--- src/rtl/adc6_pkg.sv ---
package adc6_pkg;
  localparam int unsigned CH_PER_PAIR = 2;
  localparam int unsigned N_PAIRS     = 3;
  localparam int unsigned N_CH        = N_PAIRS * CH_PER_PAIR;

  typedef enum logic {
    IF_PARALLEL = 1'b0,
    IF_SERIAL   = 1'b1
  } if_mode_e;
endpackage

--- src/rtl/adc6_start_detect.sv ---
module adc6_start_detect #(
  parameter int unsigned N_PAIRS = 3
) (
  input  logic               clk,
  input  logic               rst_n,
  input  logic [N_PAIRS-1:0] start_i,
  output logic [N_PAIRS-1:0] rise_o
);
  logic [N_PAIRS-1:0] prev_q;
  logic [N_PAIRS-1:0] prev_d;

  always_comb prev_d = start_i;

  always_ff @(posedge clk or negedge rst_n) begin
    if (!rst_n) prev_q <= '1;
    else        prev_q <= prev_d;
  end

  for (genvar p = 0; p < N_PAIRS; p++) begin : g_edge
    assign rise_o[p] = start_i[p] & ~prev_q[p];
  end
endmodule

--- src/rtl/adc6_conv_timer.sv ---
module adc6_conv_timer #(
  parameter int unsigned CONV_CYCLES = 300
) (
  input  logic clk,
  input  logic rst_n,
  input  logic any_rise_i,
  output logic accept_o,
  output logic done_o,
  output logic busy_o
);
  localparam int unsigned CNT_W = $clog2(CONV_CYCLES + 1);
  localparam logic [CNT_W-1:0] CNT_LOAD = CNT_W'(CONV_CYCLES - 1);

  logic             busy_q, busy_d;
  logic [CNT_W-1:0] cnt_q, cnt_d;

  assign accept_o = any_rise_i & ~busy_q;
  assign busy_o   = busy_q;

  always_comb begin
    busy_d = busy_q;
    cnt_d  = cnt_q;
    done_o = 1'b0;
    if (accept_o) begin
      busy_d = 1'b1;
      cnt_d  = CNT_LOAD;
    end else if (busy_q) begin
      if (cnt_q == '0) begin
        busy_d = 1'b0;
        done_o = 1'b1;
      end else begin
        cnt_d = cnt_q - CNT_W'(1);
      end
    end
  end

  always_ff @(posedge clk or negedge rst_n) begin
    if (!rst_n) begin
      busy_q <= 1'b0;
      cnt_q  <= '0;
    end else begin
      busy_q <= busy_d;
      cnt_q  <= cnt_d;
    end
  end
endmodule

--- src/rtl/adc6_result_bank.sv ---
module adc6_result_bank #(
  parameter int unsigned N_PAIRS     = 3,
  parameter int unsigned CH_PER_PAIR = 2,
  parameter int unsigned DATA_W      = 16
) (
  input  logic                            clk,
  input  logic                            rst_n,
  input  logic                            accept_i,
  input  logic                            done_i,
  input  logic [N_PAIRS-1:0]              rise_i,
  input  logic [N_PAIRS*CH_PER_PAIR*DATA_W-1:0] sample_i,
  output logic [N_PAIRS*CH_PER_PAIR*DATA_W-1:0] res_o,
  output logic [N_PAIRS-1:0]              mask_o
);
  localparam int unsigned N_CH = N_PAIRS * CH_PER_PAIR;

  logic [N_PAIRS-1:0] sel_q, sel_d;
  logic [N_PAIRS-1:0] mask_q, mask_d;

  always_comb begin
    sel_d  = accept_i ? rise_i : sel_q;
    mask_d = done_i   ? sel_q  : mask_q;
  end

  always_ff @(posedge clk or negedge rst_n) begin
    if (!rst_n) begin
      sel_q  <= '0;
      mask_q <= '0;
    end else begin
      sel_q  <= sel_d;
      mask_q <= mask_d;
    end
  end

  assign mask_o = mask_q;

  for (genvar ch = 0; ch < N_CH; ch++) begin : g_ch
    localparam int unsigned PAIR = ch / CH_PER_PAIR;
    logic [DATA_W-1:0] hold_q, hold_d;
    logic [DATA_W-1:0] res_q, res_d;

    always_comb begin
      hold_d = hold_q;
      if (accept_i && rise_i[PAIR]) hold_d = sample_i[ch*DATA_W +: DATA_W];
      res_d = res_q;
      if (done_i) res_d = sel_q[PAIR] ? hold_q : '0;
    end

    always_ff @(posedge clk or negedge rst_n) begin
      if (!rst_n) begin
        hold_q <= '0;
        res_q  <= '0;
      end else begin
        hold_q <= hold_d;
        res_q  <= res_d;
      end
    end

    assign res_o[ch*DATA_W +: DATA_W] = res_q;
  end
endmodule

--- src/rtl/adc6_read_seq.sv ---
module adc6_read_seq #(
  parameter int unsigned N_PAIRS     = 3,
  parameter int unsigned CH_PER_PAIR = 2,
  parameter int unsigned DATA_W      = 16
) (
  input  logic                                  clk,
  input  logic                                  rst_n,
  input  logic [N_PAIRS*CH_PER_PAIR*DATA_W-1:0] res_i,
  input  logic [N_PAIRS-1:0]                    mask_i,
  input  logic                                  clr_i,
  input  logic                                  rd_en_i,
  input  logic                                  ser_sel_i,
  input  logic                                  byte_sel_i,
  output logic [DATA_W-1:0]                     dout_o,
  output logic                                  sdata_o
);
  localparam int unsigned N_CH    = N_PAIRS * CH_PER_PAIR;
  localparam int unsigned SER_LEN = N_CH * DATA_W;
  localparam int unsigned PTR_W   = $clog2(SER_LEN + 1);
  localparam int unsigned LO_W    = DATA_W / 2;
  localparam int unsigned HI_W    = DATA_W - LO_W;

  logic [PTR_W-1:0]  ptr_q, ptr_d, slot;
  logic [DATA_W-1:0] pick, par_val;
  logic [DATA_W-1:0] dout_q, dout_d;
  logic              ser_bit, sdata_q, sdata_d;

  always_comb slot = byte_sel_i ? (ptr_q >> 1) : ptr_q;

  // Select the slot-th converted channel in ascending order.
  always_comb begin : slot_pick
    logic [PTR_W-1:0] seen;
    seen = '0;
    pick = '0;
    for (int ch = 0; ch < int'(N_CH); ch++) begin
      if (mask_i[ch / CH_PER_PAIR]) begin
        if (seen == slot) pick = res_i[ch*DATA_W +: DATA_W];
        seen = seen + PTR_W'(1);
      end
    end
  end

  always_comb begin
    if (!byte_sel_i)   par_val = pick;
    else if (ptr_q[0]) par_val = {{HI_W{1'b0}}, pick[LO_W-1:0]};
    else               par_val = {{(DATA_W-HI_W){1'b0}}, pick[DATA_W-1:LO_W]};
  end

  // Serial stream: channel 1 first, each channel MSB first.
  always_comb begin : ser_pick
    ser_bit = 1'b0;
    for (int i = 0; i < int'(SER_LEN); i++) begin
      if (ptr_q == PTR_W'(i))
        ser_bit = res_i[(i / DATA_W) * DATA_W + DATA_W - 1 - (i % DATA_W)];
    end
  end

  always_comb begin
    ptr_d   = ptr_q;
    dout_d  = dout_q;
    sdata_d = sdata_q;
    if (clr_i) begin
      ptr_d = '0;
    end else if (rd_en_i) begin
      if (ptr_q != '1) ptr_d = ptr_q + PTR_W'(1);
      if (ser_sel_i) sdata_d = ser_bit;
      else           dout_d  = par_val;
    end
  end

  always_ff @(posedge clk or negedge rst_n) begin
    if (!rst_n) begin
      ptr_q   <= '0;
      dout_q  <= '0;
      sdata_q <= 1'b0;
    end else begin
      ptr_q   <= ptr_d;
      dout_q  <= dout_d;
      sdata_q <= sdata_d;
    end
  end

  assign dout_o  = dout_q;
  assign sdata_o = sdata_q;
endmodule

--- src/rtl/adc6_readout.sv ---
module adc6_readout #(
  parameter int unsigned DATA_W      = 16,
  parameter int unsigned CONV_CYCLES = 300
) (
  input  logic                                     clk,
  input  logic                                     rst_n,
  input  logic [adc6_pkg::N_PAIRS-1:0]             conv_start_i,
  input  logic [adc6_pkg::N_CH*DATA_W-1:0]         sample_i,
  input  logic                                     ser_sel_i,
  input  logic                                     byte_sel_i,
  input  logic                                     cs_n_i,
  input  logic                                     rd_i,
  output logic                                     busy_o,
  output logic [DATA_W-1:0]                        dout_o,
  output logic                                     sdata_o
);
  import adc6_pkg::*;

  logic                rst_sync_q1, rst_sync_q2;
  logic                rst_n_int;
  logic [N_PAIRS-1:0]  rise;
  logic                accept, done, busy;
  logic                rd_en;
  logic [N_CH*DATA_W-1:0] res;
  logic [N_PAIRS-1:0]  mask;

  always_ff @(posedge clk or negedge rst_n) begin
    if (!rst_n) begin
      rst_sync_q1 <= 1'b0;
      rst_sync_q2 <= 1'b0;
    end else begin
      rst_sync_q1 <= 1'b1;
      rst_sync_q2 <= rst_sync_q1;
    end
  end
  assign rst_n_int = rst_sync_q2;

  adc6_start_detect #(.N_PAIRS(N_PAIRS)) u_start (
    .clk     (clk),
    .rst_n   (rst_n_int),
    .start_i (conv_start_i),
    .rise_o  (rise)
  );

  adc6_conv_timer #(.CONV_CYCLES(CONV_CYCLES)) u_timer (
    .clk        (clk),
    .rst_n      (rst_n_int),
    .any_rise_i (|rise),
    .accept_o   (accept),
    .done_o     (done),
    .busy_o     (busy)
  );

  adc6_result_bank #(
    .N_PAIRS     (N_PAIRS),
    .CH_PER_PAIR (CH_PER_PAIR),
    .DATA_W      (DATA_W)
  ) u_bank (
    .clk      (clk),
    .rst_n    (rst_n_int),
    .accept_i (accept),
    .done_i   (done),
    .rise_i   (rise),
    .sample_i (sample_i),
    .res_o    (res),
    .mask_o   (mask)
  );

  assign rd_en = rd_i & ~cs_n_i & ~busy;

  adc6_read_seq #(
    .N_PAIRS     (N_PAIRS),
    .CH_PER_PAIR (CH_PER_PAIR),
    .DATA_W      (DATA_W)
  ) u_read (
    .clk        (clk),
    .rst_n      (rst_n_int),
    .res_i      (res),
    .mask_i     (mask),
    .clr_i      (accept),
    .rd_en_i    (rd_en),
    .ser_sel_i  (ser_sel_i == IF_SERIAL),
    .byte_sel_i (byte_sel_i),
    .dout_o     (dout_o),
    .sdata_o    (sdata_o)
  );

  assign busy_o = busy;
endmodule

--- config.mk ---
export PLATFORM = sky130hd
export DESIGN_NAME = adc6_readout
export DESIGN_NICKNAME = d
export VERILOG_FILES = /design/src/rtl/adc6_pkg.sv /design/src/rtl/adc6_start_detect.sv /design/src/rtl/adc6_conv_timer.sv /design/src/rtl/adc6_result_bank.sv /design/src/rtl/adc6_read_seq.sv /design/src/rtl/adc6_readout.sv
export SDC_FILE = /design/constraint.sdc
export NUM_CORES = 1
export LEC_CHECK = 0
export CAP_MARGIN = 5
export CORE_MARGIN = 2
export CORE_UTILIZATION = 59
export CTS_CLUSTER_SIZE = 20
export DETAILED_ROUTE_END_ITERATION = 8
export PLACE_DENSITY = 0.83
export SYNTH_ARGS = -nofsm -noshare
export SYNTH_HDL_FRONTEND = slang
export SYNTH_SLANG_ARGS = --single-unit
--- constraint.sdc ---
create_clock -name clk -period 11 [get_ports clk]
set_input_delay 2.75 -clock clk [delete_from_list [all_inputs] [get_ports clk]]
set_output_delay 2.75 -clock clk [all_outputs]
set_load 0.005 [all_outputs]
# == Yosys cells after proc, flatten, opt, wreduce, memory -nomap -nowiden ==
# Index checks and enable logic that the tools add are counted.
# word_totals
reg_bits,237
latch_bits,0
mem_bits_rw,0
rom_bits,0
in_bits,105
wordCells,291
memories,0
# classes
n_addsub,6
multipliers,0
div,0
magnitude_cmp,0
eq_ne,102
shift,0
muxes,134
bitwise,13
n_reduce_logical,14
# op_table
operator,count
two-way mux 16 bit,19
== test 7 x 6 -> 1 bit (second input constant),32
== test 7 bit (second input constant),32
== test 7 x 5 -> 1 bit (second input constant),16
two-way mux 1 bit,103
== test 7 x 4 -> 1 bit (second input constant),8
two-way mux 7 bit,8
adder 7 x 1 -> 7 bit (second input constant),4
== test 7 x 3 -> 1 bit (second input constant),4
== test 7 bit,4
two-way mux 9 bit,3
== test 7 x 2 -> 1 bit (second input constant),2
logical NOT 7 bit,2
logical NOT 9 bit,1
subtractor 9 x 1 -> 9 bit (second input constant),1
two-way mux 8 bit,1
== test 1 x 7 -> 1 bit,1
== test 7 x 1 -> 1 bit (second input constant),1
inequality test 7 bit (second input constant),1
NOT 1 bit,7
AND 1 bit,6
AND reduction 3 bit,2
nonzero test 2 bit,3
AND reduction 2 bit,2
other kinds (4),6

# == Logic depth before layout (Yosys ltp) ==
# Gate-level depths: netlist of run 1.
# logic_depth
ltp_word,97
ltp_mapped,13
depth_no_buf,10

# == Cells and area by module ==
# A second synthesis of run 1 with hierarchy kept.
# hier_totals
cells_unflattened,1238
area_unflattened_um2,12230.5
# by_module_without_submodules
module,n_inst,cells_per_inst,area_per_inst_um2
adc6_result_bank,1,637,7742.4
adc6_read_seq,1,539,3761.1
adc6_conv_timer,1,51,539.3
adc6_start_detect,1,6,120.1
adc6_readout,1,5,67.6

# == Worst setup path before layout of run 1 ==
# Ideal clock, no wire load.
# synth_path
path_type,in2reg
startpoint,input port byte_sel_i
endpoint,"register u_read.dout_q[5], in the netlist u_read.dout_o[5]"
setup_ns,0.132
arrival_time_ns,4.428
slack_ns,6.439
stages,10
path_cell_list,buf_4 -> mux2i_1 -> xnor2_1 -> nor2_1 -> clkbuf_1 -> a22o_1 -> a221oi_1 -> o22ai_1 -> a22oi_1 -> o21ai_1
# synth_via
elab_chain_len,16
elab_cells_between_ends,21
classes_between,eq/ne: 5; mux: 15; reduce/logical: 1
# synth_lines
element,line_no,source
"start, declared",adc6_readout.sv:10,"input logic byte_sel_i,"
two-way mux 7 bit,adc6_read_seq.sv:28,always_comb slot = byte_sel_i ? (ptr_q >> 1) : ptr_q;
logical NOT 7 bit,adc6_read_seq.sv:37,if (seen == slot) pick = res_i[ch*DATA_W +: DATA_W];
two-way mux 16 bit,adc6_read_seq.sv:37,
two-way mux 16 bit,adc6_read_seq.sv:36,if (mask_i[ch / CH_PER_PAIR]) begin
two-way mux 16 bit,adc6_read_seq.sv:37,
two-way mux 16 bit,adc6_read_seq.sv:36,
two-way mux 16 bit,adc6_read_seq.sv:37,
two-way mux 16 bit,adc6_read_seq.sv:36,
two-way mux 16 bit,adc6_read_seq.sv:37,
two-way mux 16 bit,adc6_read_seq.sv:36,
two-way mux 16 bit,adc6_read_seq.sv:37,
two-way mux 16 bit,adc6_read_seq.sv:36,
two-way mux 16 bit,adc6_read_seq.sv:37,
two-way mux 16 bit,adc6_read_seq.sv:36,
two-way mux 8 bit,adc6_read_seq.sv:45,"else if (ptr_q[0]) par_val = {{HI_W{1'b0}}, pick[LO_W-1:0]};"
two-way mux 16 bit (*),adc6_read_seq.sv:44,if (!byte_sel_i) par_val = pick;
"end signal, assigned",adc6_read_seq.sv:78,dout_q <= dout_d;
"end, declared",adc6_read_seq.sv:25,"logic [DATA_W-1:0] dout_q, dout_d;"
# Mark *: on every way between the ends. The rest lies on a longest branch, timed or not.
# A chain may end at the register's enable or synchronous reset.

# == Worst setup path after layout of run 1 ==
# layout_path
startpoint,input port byte_sel_i
endpoint,"register u_read.dout_q[7], in the netlist u_read.dout_o[7]"
# Same word-level chain as after synthesis.

==> impl_metrics.yaml, run 1 <==
status:
  status: "complete, no violations"
critical_path:
  endpoint_kind: "register"
  worstPathArrival_ns: 6.37
  path_max_fanout: 15
  critPathRequiredTime_ns: 11.45
  regToRegSetupSlack_ns: 7.62
  r2r_start: "u_read.ptr_q[1]$_DFFE_PN0P_"
  r2r-end: "u_read.dout_o[7]$_DFFE_PN0P_"
  reg2reg_depth: 8
  start_kind: "input pin"
  path_class: "input pin to register"
timing:
  fmax_mhz: 169.1
  slew_violations: 0
  hold_viol: 0
  maxSlewHeadroom: 0.1887
  tns_ns: 0
  worstMarginPinSlew_ns: 1.217
  setup_viol: 0
  period_minus_slack_ns: 5.914
  min_period_over_period: 0.5376
  rsz0062_at_grt: "false"
  clock_skew_ns: 0.02381
grt:
  antenna_found_initial: 0
  grt_pass1_vias: 9741
  overflow: 0
  grt_max_degree: 103
  grt_usage: 0.3369
  grt_pass1_wl_mm: 54.02
synthesis:
  synth_edf_count: 0
  synth_commonest_cells: "nand2_1 (257), dfrtp_1 (234), nand3_1 (112)"
  synth_seq_cells: 237
  yosys-top-cells-area: "dfrtp_1 (50%), mux2_2 (9.3%), nand2_1 (8.2%)"
  synth_cell_type_count: 77
  synth.largest_area_cell: "dfrtp_1"
  synth.yosys.warnings: 0
  ys_seq_area_frac: 0.5068
  synth.most_common_cell: "nand2_1"
  async_flop_share: 1.000
  synth_flop_cell: "dfrtp_1"
  syn_nets: 1318
  syn_avg_cell_area_sq_um: 9.710
  netlist_area_sq_mm: 0.01171
  synth_top_area_frac: 0.5001
  synthCells: 1206
placed_design:
  routabilityCongestion: 1.031
  numPortBuffers: 122
  hpwl_mm: 23.88
power_and_ir_drop:
  p_int_uw: 1989
  powerDensity_mw_per_mm2: 213.7
  clkPwrFrac: 0.301
  netSwitchingPower_uw: 979.7
  swShare: 0.3300
  seq_power_share: 0.449
  ir_drop_v: 0.0001512
  pwr-share-comb: 0.250
  power_uw: 2969
  cellLeakagePower_uw: 0.006354
job:
  maxCapViolations: 0
cts:
  cts-resized-gates: 0
  cts_tree: "done"
  cts_hold_buf: 0
  cts_max_level: 1
  cts.sinks: 237
  cts_root_buffer: "clkbuf_16"
  clk_latency_ns: 0.54
  cts_max_path_buffers: 3
  clk_pin_slew_ns: 0.06
  post-cts-setup-buffers: 0
  cts_buffers: 26
finish:
  fin_nets: 1393
  areaGrowthSynthToFinish_pct: 18.64
  antenna_cells: 0
  multi_input_area_sq_mm: 0.005324
  drive_gt1_frac: 0.1453
  regArea_sq_mm: 0.005938
  nFillCells: 1437
die:
  fp.dieArea_sq_mm: 0.02099
  io_pins: 123
  std_cell_rows: 51
  core-area_sq_mm: 0.01946
  die_w_um: 144.9
  initial_utilization: 0.6017
  die_h_um: 144.9
drt:
  drt-initial-drc-count: 1042
  first_pass_iters: 5
  drcViolationCount: 0
  antenna_left: 0
  routed_wl_mm: 34.21
  vias: 9863
  viasPerCell: 6.298
  wl_per_cell_um: 21.85
worst_hold_path:
  hold_class: "register to async pin"
## final cells by class
| cell class | instances | share of cell area |
|---|---|---|
| Inverter | 17 | 0.004593 |
| Sequential cell | 237 | 0.4274 |
| Clock inverter | 13 | 0.009906 |
| Multi-Input combinational cell | 862 | 0.3832 |
| Timing Repair Buffer | 137 | 0.09600 |
| Tap cell | 265 | 0.02387 |
| Clock buffer | 35 | 0.05503 |
## through the flow
step	hold WS, ns	utilization	worst slack, ns	std cells	cell area (sq um)
6_report	0.2363	0.7139	5.086	1566	13890
5_1_grt	0.2721	0.7139	4.848	1566	13890
4_1_cts	0.2509	0.7139	5.185	1566	13890
3_5_place_dp	0.2459	0.6675	4.639	1518	12990
3_3_place_gp	0.2427	0.6675	4.735	1518	12990
2_1_floorplan	0.3312	-	3.912	1206	11710
## registers in the layout, summed over array words and instances, names as in the netlist, 3 cells and up
register	count
u_read.dout_o	16
u_bank.g_ch.hold_q	96
u_bank.g_ch.res_q	96
u_start.prev_q	3
u_timer.cnt_q	9
u_bank.mask_o	3
u_read.ptr_q	7
u_bank.sel_q	3
## cell usage in the layout (no fill, tap or decap), types with 11 or more instances in the layout
master,n
nand2_1,257
mux2i_1,11
buf_4,15
clkbuf_16,26
o21ai_1,16
a22oi_1,11
nand3_1,112
nand2b_1,14
mux2_2,97
o21ai_0,41
a22o_1,25
dfrtp_1,233
nor2_1,52
clkdlybuf4s50_1,122
a21oi_1,41
inv_1,16
a221oi_1,17
## critical path: stages
cell and delay (ns):
clkdlybuf4s50_1 0.72, mux2i_1 0.95, xnor2_1 0.13, nor2_1 0.83
a22o_1 0.28, a221oi_1 0.09, o22ai_1 0.39, a22oi_2 0.08
o21ai_1 0.14
## per-layer routing
metal | share of wire | global-route usage | vias to the layer above
met3 | 0.097 | 0.07601 | 102
met1 | 0.42 | 0.4841 | 4837
li1 | - | - | 4424
met2 | 0.45 | 0.5102 | 500
met5 | 0 | 0 | -
met4 | 0.034 | 0.1109 | 0
## kinds of logic after synthesis
family	Yosys count	synth area share
AOI/OAI and AO/OA	230	0.1366
adders and majority gates	7	0.007479
muxes	108	0.1027
buffers and inverters	107	0.04039
other	1	0.0003202
DFF	237	0.5068
xor gates and xnor gates	14	0.01047
and+or+nand+nor	502	0.1953
## worst max-delay path by stage
stage / from / end / slack (ns) / cells after the start
CTS: byte_sel_i / u_read.dout_o[7]$_DFFE_PN0P_ / 5.18 / 9
floorplan: rst_n_int$_DFF_PN0_ / u_bank.g_ch[0].hold_q[0]$_DFFE_PN0P_ / 3.91 / 0
finish: byte_sel_i / u_read.dout_o[7]$_DFFE_PN0P_ / 5.09 / 9
global route: byte_sel_i / u_read.dout_o[7]$_DFFE_PN0P_ / 4.85 / 9
detailed placement: byte_sel_i / u_read.dout_o[7]$_DFFE_PN0P_ / 4.64 / 9
global placement: byte_sel_i / u_read.dout_o[7]$_DFFE_PN0P_ / 4.73 / 9
## power by group through the flow
| stage | combinational [uW] | clock, uW | sequential, uW |
|---|---|---|---|
| finish | 743 | 894 | 1330 |
| global route | 813 | 940 | 1370 |
| CTS | 737 | 905 | 1330 |
| detailed placement | 729 | 0 | 1340 |
| global placement | 701 | 0 | 1330 |
| floorplan | 603 | 0 | 1230 |
Note: power is estimated with default switching activity, not from simulation.
==> run 2: changes to the inputs <==
Settings changed: CORE_UTILIZATION 59 to 57, PLACE_DENSITY 0.83 to 0.8.
Clock period 11 ns to 5.6 ns, I/O delays scaled along.
==> impl_metrics.yaml, run 2 (same netlist as run 1, synthesis figures left out) <==
status:
  status: "complete, no violations"
critical_path:
  crit_chain: "clkdlybuf4s50_1, o21ai_4, nor2_1, a22o_1, a221oi_1, o22ai_1, a22oi_1, o21ai_1"
  path_buf_inv: 1
  crit_family: "compound AO/OA/AOI/OAI gates"
  path_max_fanout: 19
  reg2reg_depth: 11
  worstPathArrival_ns: 4.33
  r2r-end: "u_read.sdata_o$_DFFE_PN0P_"
  critPathRequiredTime_ns: 6.00
  endpoint_kind: "register"
  startpoint: "byte_sel_i"
  crit_slowest_cell: "o21ai_4"
  regToRegSetupSlack_ns: 2.12
  cp_num_cells: 8
  cp-endpoint: "u_read.dout_o[4]$_DFFE_PN0P_"
  r2r_start: "u_read.ptr_q[0]$_DFFE_PN0P_"
  path_class: "input pin to register"
  slowest_delay_ns: 0.67
  start_kind: "input pin"
timing:
  slew_violations: 0
  setup_viol: 0
  hold_slack_ns: 0.3534
  fmax_mhz: 254.1
  tns_ns: 0
  rsz0062_at_grt: "false"
  period_minus_slack_ns: 3.936
  clock_skew_ns: 0.01058
  min_period_over_period: 0.7028
  maxSlewHeadroom: 0.1778
  hold_viol: 0
  worstMarginPinSlew_ns: 1.233
cts:
  cts_buffers: 25
  cts-resized-gates: 0
  cts_max_path_buffers: 3
  post-cts-setup-buffers: 0
  cts_root_buffer: "clkbuf_16"
  clk_pin_slew_ns: 0.06
  cts.sinks: 237
  clk_latency_ns: 0.53
  cts_max_level: 1
  cts_tree: "done"
  cts_hold_buf: 0
die:
  die_w_um: 147.3
  initial_utilization: 0.5806
  fp.dieArea_sq_mm: 0.02171
  die_h_um: 147.3
  core-area_sq_mm: 0.02017
  std_cell_rows: 52
  io_pins: 123
placed_design:
  numPortBuffers: 122
  routabilityCongestion: 0.9899
  hpwl_mm: 24.00
power_and_ir_drop:
  seq_power_share: 0.455
  swShare: 0.3283
  cellLeakagePower_uw: 0.006353
  p_int_uw: 3902
  ir_drop_v: 0.0003295
  powerDensity_mw_per_mm2: 417.6
  clkPwrFrac: 0.297
  pwr-share-comb: 0.248
  netSwitchingPower_uw: 1907
grt:
  antenna_found_initial: 1
  grt_usage: 0.3166
  overflow: 0
  grt_max_degree: 113
  grt_pass1_wl_mm: 54.18
  grt_pass1_vias: 9768
drt:
  first_pass_iters: 6
  vias: 9796
  drt-initial-drc-count: 928
  wl_per_cell_um: 21.45
  drcViolationCount: 0
  routed_wl_mm: 33.72
  viasPerCell: 6.232
  antenna_left: 0
finish:
  nFillCells: 1588
  areaGrowthSynthToFinish_pct: 18.79
  mostFrequentLayoutCell: "nand2_1"
  final_cell_mix: "nand2_1 (257), dfrtp_1 (233), clkdlybuf4s50_1 (122)"
  fin_nets: 1394
  drive_gt1_frac: 0.1437
worst_hold_path:
  hold_class: "register to register"
job:
  maxCapViolations: 0
run 2: power groups by stage:
stage	Combinational [uW]	Clock, uW	Sequential (uW)
2_1_floorplan	1180	0	2410
3_3_place_gp	1380	0	2640
3_5_place_dp	1430	0	2650
4_1_cts	1440	1760	2630
5_1_grt	1590	1830	2710
6_report	1440	1720	2640
run 2: worst min-delay path by stage:
stage                                      from                   to  cells after the start
after floorplan           rst_sync_q1$_DFF_PN0_  rst_n_int$_DFF_PN0_                      0
after global placement    rst_sync_q1$_DFF_PN0_  rst_n_int$_DFF_PN0_                      0
after detailed placement  rst_sync_q1$_DFF_PN0_  rst_n_int$_DFF_PN0_                      0
after CTS                 rst_sync_q1$_DFF_PN0_  rst_n_int$_DFF_PN0_                      0
after global routing      rst_sync_q1$_DFF_PN0_  rst_n_int$_DFF_PN0_                      0
final                     rst_sync_q1$_DFF_PN0_  rst_n_int$_DFF_PN0_                      0
run 2: through the flow:
| step | power [uW] | setup slack [ns] | cell area [sq um] | util | instances |
|---|---|---|---|---|---|
| 2_1_floorplan | 3590 | 1.710 | 11710 | - | 1206 |
| 5_1_grt | 6124 | 1.493 | 13910 | 0.6896 | 1571 |
| 6_report | 5809 | 1.664 | 13910 | 0.6897 | 1572 |
| 3_3_place_gp | 4017 | 1.196 | 13040 | 0.6464 | 1525 |
| 3_5_place_dp | 4087 | 1.202 | 13040 | 0.6464 | 1525 |
| 4_1_cts | 5828 | 1.742 | 13910 | 0.6896 | 1571 |
run 2: area by class of cell:
| type | instances | area [sq um] | area share |
|---|---|---|---|
| diodes | 1 | 2.502 | 0.0001799 |
| clock buffers | 33 | 705.7 | 0.05073 |
| clock inverters | 13 | 165.2 | 0.01187 |
| inverters | 17 | 63.81 | 0.004587 |
| multi-input cells | 862 | 5324 | 0.3827 |
| flip-flops and latches | 237 | 5938 | 0.4269 |
| well taps | 270 | 337.8 | 0.02429 |
| repair buffers | 139 | 1374 | 0.09876 |
run 2: routing by layer:
metal | up-vias | track usage | routed length [um]
met1 | 4819 | 0.4636 | 14620
met5 | - | 0 | 0
met2 | 480 | 0.4710 | 14790
li1 | 4412 | - | -
met3 | 85 | 0.08106 | 3327
met4 | 0 | 0.09087 | 975
